<file path="config.mk">
export PLATFORM = sky130hd
export DESIGN_NAME = pbreq_top
export DESIGN_NICKNAME = d
export VERILOG_FILES = /design/src/rtl/pbreq_pkg.sv /design/src/rtl/pbreq_seq.sv /design/src/rtl/pbreq_hold.sv /design/src/rtl/pbreq_resp.sv /design/src/rtl/pbreq_top.sv
export SDC_FILE = /design/constraint.sdc
export NUM_CORES = 1
export LEC_CHECK = 0
export BUFFER_PORTS_ARGS = -buffer_cell sky130_fd_sc_hd__buf_2
export CORE_MARGIN = 1.5
export CORE_UTILIZATION = 49
export CTS_CLUSTER_DIAMETER = 120
export DETAILED_ROUTE_END_ITERATION = 10
export GPL_TIMING_DRIVEN = 0
export PLACE_DENSITY = 0.82
export SETUP_SLACK_MARGIN = 0.3
export SYNTH_ARGS = -nofsm -noshare
export SYNTH_HDL_FRONTEND = slang
export SYNTH_SLANG_ARGS = --single-unit
</file>
<file path="constraint.sdc">
create_clock -name clk -period 3.1 [get_ports clk]
set_input_delay 0.62 -clock clk [delete_from_list [all_inputs] [get_ports clk]]
set_output_delay 0.62 -clock clk [all_outputs]
set_load 0.005 [all_outputs]
</file>
<file path="src/rtl/pbreq_pkg.sv">
package pbreq_pkg;

  typedef enum logic [1:0] {
    PH_IDLE   = 2'd0,
    PH_SETUP  = 2'd1,
    PH_ACCESS = 2'd2
  } phase_t;

  // Transfer ends on an access cycle that sees the ready level high.
  function automatic logic f_finish(input phase_t ph, input logic rdy);
    return (ph == PH_ACCESS) && rdy;
  endfunction

  // A new command may be taken when the bus is free or freeing this cycle.
  function automatic logic f_can_take(input phase_t ph, input logic rdy);
    return (ph == PH_IDLE) || f_finish(ph, rdy);
  endfunction

  function automatic phase_t f_next(input phase_t ph, input logic rdy,
                                    input logic vld);
    phase_t nx;
    case (ph)
      PH_IDLE:   nx = vld ? PH_SETUP : PH_IDLE;
      PH_SETUP:  nx = PH_ACCESS;
      PH_ACCESS: nx = rdy ? (vld ? PH_SETUP : PH_IDLE) : PH_ACCESS;
      default:   nx = PH_IDLE;
    endcase
    return nx;
  endfunction

endpackage

</file>
<file path="src/rtl/pbreq_seq.sv">
module pbreq_seq
  import pbreq_pkg::*;
(
  input  logic clk,
  input  logic rst_n,
  input  logic cmd_valid,
  input  logic bus_ready,
  output logic take,
  output logic finish,
  output logic stall,
  output logic sel,
  output logic enable
);

  phase_t ph_q;
  phase_t ph_d;

  always_comb begin
    ph_d   = f_next(ph_q, bus_ready, cmd_valid);
    take   = f_can_take(ph_q, bus_ready);
    finish = f_finish(ph_q, bus_ready);
    stall  = (ph_q == PH_ACCESS) && !bus_ready;
    sel    = (ph_q != PH_IDLE);
    enable = (ph_q == PH_ACCESS);
  end

  always_ff @(posedge clk or negedge rst_n) begin
    if (!rst_n) ph_q <= PH_IDLE;
    else        ph_q <= ph_d;
  end

  AST_SETUP_LEADS_ACCESS: assert property (@(posedge clk) disable iff (!rst_n)
    (ph_q == PH_SETUP) |=> (ph_q == PH_ACCESS));

  AST_STALL_KEEPS_ACCESS: assert property (@(posedge clk) disable iff (!rst_n)
    stall |=> (ph_q == PH_ACCESS));

  AST_CHAIN_TO_SETUP: assert property (@(posedge clk) disable iff (!rst_n)
    (finish && cmd_valid) |=> (ph_q == PH_SETUP));

  AST_IDLE_RETURN: assert property (@(posedge clk) disable iff (!rst_n)
    (finish && !cmd_valid) |=> (ph_q == PH_IDLE));

endmodule

</file>
<file path="src/rtl/pbreq_hold.sv">
module pbreq_hold #(
  parameter int ADDR_W = 12,
  parameter int DATA_W = 32
) (
  input  logic              clk,
  input  logic              rst_n,
  input  logic              load,
  input  logic              stall,
  input  logic [ADDR_W-1:0] in_addr,
  input  logic              in_write,
  input  logic [DATA_W-1:0] in_wdata,
  output logic [ADDR_W-1:0] out_addr,
  output logic              out_write,
  output logic [DATA_W-1:0] out_wdata
);

  always_ff @(posedge clk or negedge rst_n) begin
    if (!rst_n) begin
      out_addr  <= '0;
      out_write <= 1'b0;
      out_wdata <= '0;
    end else if (load) begin
      out_addr  <= in_addr;
      out_write <= in_write;
      out_wdata <= in_wdata;
    end
  end

  AST_FIELDS_STABLE: assert property (@(posedge clk) disable iff (!rst_n)
    stall |=> ($stable(out_addr) && $stable(out_write) && $stable(out_wdata)));

endmodule

</file>
<file path="src/rtl/pbreq_resp.sv">
module pbreq_resp #(
  parameter int DATA_W = 32
) (
  input  logic              clk,
  input  logic              rst_n,
  input  logic              finish,
  input  logic [DATA_W-1:0] in_rdata,
  input  logic              in_err,
  output logic              done,
  output logic [DATA_W-1:0] rdata,
  output logic              err
);

  always_ff @(posedge clk or negedge rst_n) begin
    if (!rst_n) begin
      done  <= 1'b0;
      rdata <= '0;
      err   <= 1'b0;
    end else begin
      done <= finish;
      if (finish) begin
        rdata <= in_rdata;
        err   <= in_err;
      end
    end
  end

  AST_RDATA_HELD: assert property (@(posedge clk) disable iff (!rst_n)
    !finish |=> $stable(rdata));

endmodule

</file>
<file path="src/rtl/pbreq_top.sv">
module pbreq_top #(
  parameter int ADDR_W = 12,
  parameter int DATA_W = 32
) (
  input  logic              clk,
  input  logic              rst_n,
  input  logic              cmd_valid,
  output logic              cmd_ready,
  input  logic [ADDR_W-1:0] cmd_addr,
  input  logic              cmd_write,
  input  logic [DATA_W-1:0] cmd_wdata,
  output logic              rsp_done,
  output logic [DATA_W-1:0] rsp_rdata,
  output logic              rsp_err,
  output logic              bus_sel,
  output logic              bus_enable,
  output logic [ADDR_W-1:0] bus_addr,
  output logic              bus_write,
  output logic [DATA_W-1:0] bus_wdata,
  input  logic              bus_ready,
  input  logic [DATA_W-1:0] bus_rdata,
  input  logic              bus_err
);

  logic take_w;
  logic finish_w;
  logic stall_w;
  logic load_w;

  pbreq_seq u_seq (
    .clk       (clk),
    .rst_n     (rst_n),
    .cmd_valid (cmd_valid),
    .bus_ready (bus_ready),
    .take      (take_w),
    .finish    (finish_w),
    .stall     (stall_w),
    .sel       (bus_sel),
    .enable    (bus_enable)
  );

  assign cmd_ready = take_w;
  assign load_w    = take_w && cmd_valid;

  pbreq_hold #(.ADDR_W(ADDR_W), .DATA_W(DATA_W)) u_hold (
    .clk       (clk),
    .rst_n     (rst_n),
    .load      (load_w),
    .stall     (stall_w),
    .in_addr   (cmd_addr),
    .in_write  (cmd_write),
    .in_wdata  (cmd_wdata),
    .out_addr  (bus_addr),
    .out_write (bus_write),
    .out_wdata (bus_wdata)
  );

  pbreq_resp #(.DATA_W(DATA_W)) u_resp (
    .clk      (clk),
    .rst_n    (rst_n),
    .finish   (finish_w),
    .in_rdata (bus_rdata),
    .in_err   (bus_err),
    .done     (rsp_done),
    .rdata    (rsp_rdata),
    .err      (rsp_err)
  );

  AST_ENABLE_UNDER_SEL: assert property (@(posedge clk) disable iff (!rst_n)
    bus_enable |-> bus_sel);

  AST_BUSY_BLOCKS_CMD: assert property (@(posedge clk) disable iff (!rst_n)
    (bus_sel && !(bus_enable && bus_ready)) |-> !cmd_ready);

  AST_DONE_AFTER_READY: assert property (@(posedge clk) disable iff (!rst_n)
    rsp_done |-> $past(bus_sel && bus_enable && bus_ready));

  AST_DONE_ONE_CYCLE: assert property (@(posedge clk) disable iff (!rst_n)
    rsp_done |=> !rsp_done);

endmodule

</file>
Yosys cells after proc, flatten, opt, wreduce, memory -nomap -nowiden --
Index checks and enable logic that the tools add are counted.
Storage, ports and cells: register bits after elaboration 81, input bits 82, output and inout bits 82, logic and storage cells 17
Operators by class: equality and inequality tests 2, muxes and demuxes 3, reductions and logical operators 5
Operators by type and width (count):
- $pmux W2 S3 | 1
- $eq A2 B1 Y1 const B | 1
- $eq A2 B2 Y1 const B | 1
- $logic_and A1 B1 Y1 | 2
- $logic_not A2 Y1 | 1
- $mux W2 | 1
- $reduce_bool A2 Y1 | 1
- $logic_or A1 B1 Y1 | 1
- $mux W1 | 1

Longest topological paths before layout --
depth in word-level cells 4, depth in mapped cells 5, mapped depth without buffers 3

Modules after synthesis --
Synthesis repeated with hierarchy kept, for this count alone.
Unflattened totals: cell total of the unflattened synthesis 178, area, all modules 3399.5 µm²
By module, submodules not included:
- pbreq_hold | times used 1, cells each 95, area an instance 1874.3 µm², sequential area each 1126.1 µm²
- pbreq_resp | times used 1, cells each 71, area an instance 1406.3 µm², sequential area each 850.8 µm²
- pbreq_seq | times used 1, cells each 11, area an instance 112.6 µm², sequential area each 50.0 µm²
- pbreq_top | times used 1, cells each 1, area an instance 6.3 µm², sequential area each 0.0 µm²

Least setup slack after synthesis --
OpenSTA, ideal clock, no wires.
kind input -> register, from input port bus_ready, to register u_hold.out_addr[0], setup time 0.125 ns, data arrival time 1.430 ns, data required time 2.975 ns, setup slack 1.545 ns, stages on the path 5, buffers on the path 2, path through nor2b_4 nor3b_2 buf_6 buf_12 mux2_4
On the way: longest elaborated chain between the ends 3
RTL lines:
- from (decl) | RTL line pbreq_top.sv:20 | input logic bus_ready,
- $logic_and A1 B1 Y1 | RTL line pbreq_pkg.sv:11 | return (ph == PH_ACCESS) && rdy;
- $logic_or A1 B1 Y1 | RTL line pbreq_pkg.sv:16 | return (ph == PH_IDLE) || f_finish(ph, rdy);
- $logic_and A1 B1 Y1 | RTL line pbreq_top.sv:43 | assign load_w = take_w && cmd_valid;
- to (signal assigned) | RTL line pbreq_hold.sv:23 | out_addr <= in_addr;
- to (decl) | RTL line pbreq_hold.sv:12 | output logic [ADDR_W-1:0] out_addr,
Every way passes these cells. A chain may end at the register's enable or synchronous reset.

Worst setup path after layout --
from register u_seq.ph_q[0], to output port bus_sel
On the way: longest elaborated chain between the ends 1
RTL lines:
- from (decl) | RTL line pbreq_seq.sv:15 | phase_t ph_q;
- from (signal assigned) | RTL line pbreq_seq.sv:29 | else ph_q <= ph_d;
- $reduce_bool A2 Y1 | RTL line pbreq_seq.sv:23 | sel = (ph_q != PH_IDLE);
- to (decl) | RTL line pbreq_top.sv:15 | output logic bus_sel,
Every way passes these cells.

==> results.md <==
* DP HPWL at 4896 um
* Seq cells post-synth at 81
* Share of the synthesized area in the top cell type at 0.6228
* Initial antenna violation count at 0
* Post-DR wirelength/cell at 14.76 um
* Inserted Clock Buffers at 9
* RSZ-0062 raised after global routing: no
* Post-CTS Setup Inserts at 0
* Worst hold margin at 0.2134 ns
* Hold crit path type: input pin to asynchronous set/reset pin
* Worst-case clock buffer depth at 2
* Vias in the first global route at 2,089
* Top cells by area, synth: dfrtp_1 (62%), mux2_4 (18%), mux2_2 (14%)
* Setup ws final at 1.266 ns
* Setup Skew at 0.009603 ns
* Sequential cell area at 0.002027 mm^2
* Synth Warn # at 0
* TNS Setup at 0 ns
* Gpl congestion at 0.7388
* Fillcell total at 478
* Hold Buf Count CTS at 0
* I/O pin count at roughly 160
* Switching part of the total at 0.2734
* Core Area at 0.006386 mm^2
* Post-synth net total at approximately 260
* PortBufs at 163
* Share of cells above drive strength 1 at 0.7634
* Cells after synthesis at roughly 180
* Gr usage total at 0.1890
* First-pass GRT wire length at 10,320 um
* Pint at 2370 uW
* Setup violations, final at 0
* Post-Place Worst Slack at ~1.3 ns
* FP Rows at 29
* # H-tree levels at 3
* Cell taking the most area after synthesis: dfrtp_1
* Worst-margin pin slew at about 0.42 ns
* NetSw at 891.8 uW
* Critical Path End Type: output pin
* Number of gates resized after CTS at 0
* EDFF count, synth at 0
* Clock latency on the worst-skew pair at 0.34 ns
* Drt first pass iters at 3
* Seq/Total Area, Yosys at 0.6228
* Most frequent cell after synthesis: dfrtp_1
* VDD IR max at 0.5541 mV
* Initial core utilization at 0.5096
* Startpoint types: flip-flop
* DR vias at 2,047
* Clk slew on worst S/H paths at 0.08 ns
* Power Dens Cells at around 750 mW/mm^2
* Fin cells at 432
* Final core occ at 0.6836
* Critical Setup Path Class: flip-flop to output pin
* List of most frequent post-synthesis cells: dfrtp_1 (81), mux2_2 (40), mux2_4 (39), buf_12 (4), buf_6 (3)
* Area grow syn2layout at 34.14%
* Unique masters post-synth at 12
* CTS tree: built
* Leak at 0.002261 uW
* Nets@finish at 433
* DR vias/cell at approximately 4.7
* Max cap viols at 0
* Dominant synthesized flop cell: dfrtp_1
* F_max at roughly 550 MHz
* Clk sink count at between 80 and 90
* Hold Vio Cnt, Final at 0
* DRC errors left at 0
* Total gr overflow at 0
* Asr flop ratio synth at 1.000
* Root Buffer: clkbuf_8
* Slew headroom at 0.7174
* Post-route ant nets at 0
* Die Height at 84.50 um
* Data arrival, critical path at approximately 1.2 ns
* Seq pwr share at 0.481
* Post-Place Cells at 417
* Gate power share at 0.316
* Antenna cells at 0
* DR iter-0 viols at 28
* Maximum number of pins on one net before global-route repair at 51
* Die area at 0.007139 mm^2
* Syn Area/Cell at ~18 um^2
* CP required at 2.48 ns
* Crit Path Max Fanout at 6
* Tmin final at 1.834 ns
* Part of the power in the clock network at 0.203
* Multi-input gate area at 0.001096 mm^2
* Die width at 84.50 um
* Syn Std Cell Area at about 0.0033 mm^2
* Status: finished, final reports clean
* Final clock period utilization by the worst path at 0.5916
* Detailed Route WL at 6378 um
* Slew Limit Fails at 0
## power groups by stage
| stage | clock network (uW) | logic (uW) | registers (uW) |
|---|---|---|---|
| 3_3_place_gp | 0 | 1010 | 1570 |
| 3_5_place_dp | 0 | 1050 | 1590 |
| 6_report | 661 | 1030 | 1570 |
| 2_1_floorplan | 0 | 500 | 1620 |
| 4_1_cts | 682 | 1050 | 1570 |
| 5_1_grt | 725 | 1120 | 1620 |
## state kept, by name, indices dropped and copies added (netlist names)
name              cells
u_hold.out_addr      12
u_hold.out_write      1
u_hold.out_wdata     32
u_resp.rdata         32
u_resp.err            1
u_resp.done           1
u_seq.ph_q            2
## placed cells by master (no fill, tap or decap), drive strengths merged
master    Yosys  final
buf           7    171
dfrtp        81     81
mux2         79     79
clkbuf        1     11
clkinv        0      3
nor2b         2      2
nor2          2      2
inv           1      2
or2           1      1
nor3b         1      1
nand2         1      1
clkinvlp      0      1
## layout make-up
class / instances / share of cell area
Multi-Input combinational cell: 86 / 0.2511
Buffer: 8 / 0.02923
Clock inverter: 5 / 0.007165
Clock buffer: 10 / 0.03153
Inverter: 1 / 0.0008598
Timing Repair Buffer: 164 / 0.1938
Sequential cell: 81 / 0.4643
Tap cell: 77 / 0.02207
## kinds of logic after synthesis
family | share of synthesized area
flops | 0.6228
mux | 0.3183
buf+inv | 0.04037
simple gates | 0.01846
## critical path, stage by stage (launching register included)
cell	delay [ns]
dfrtp_1	0.45
or2_2	0.29
buf_2	0.13
## per-stage QoR
stage | area, um^2 | power (uW)
after floorplan | 3254 | 2121
after global placement | 4167 | 2579
after detailed placement | 4197 | 2638
after CTS | 4365 | 3307
after global routing | 4365 | 3461
final | 4365 | 3262
## worst paths after layout
path	depth (start not counted)	end	slack [ns]	from
max	2	bus_sel	1.27	u_seq.ph_q[0]$_DFF_PN0_
min	1	u_resp.rdata[30]$_DFFE_PN0P_	0.21	rst_n
max reg2reg	5	u_hold.out_wdata[14]$_DFFE_PN0P_	1.57	u_seq.ph_q[1]$_DFF_PN0_
min reg2reg	1	u_resp.rdata[5]$_DFFE_PN0P_	0.50	u_resp.rdata[5]$_DFFE_PN0P_
max in group asynchronous	2	u_hold.out_addr[2]$_DFFE_PN0P_	2.31	rst_n
min in group clk	1	u_resp.rdata[5]$_DFFE_PN0P_	0.50	u_resp.rdata[5]$_DFFE_PN0P_
## metal layers
layer / vias up / GRT usage / wire length [um] / part of all wire
met2: 84 / 0.3153 / 3253 / 0.51
met3: 13 / 0.04621 / 399 / 0.063
met5: - / 0 / 0 / 0
met1: 987 / 0.2345 / 2574 / 0.40
met4: 0 / 0.08358 / 150 / 0.024
li1: 963 / - / - / -
(Power assumes the default switching activity.)
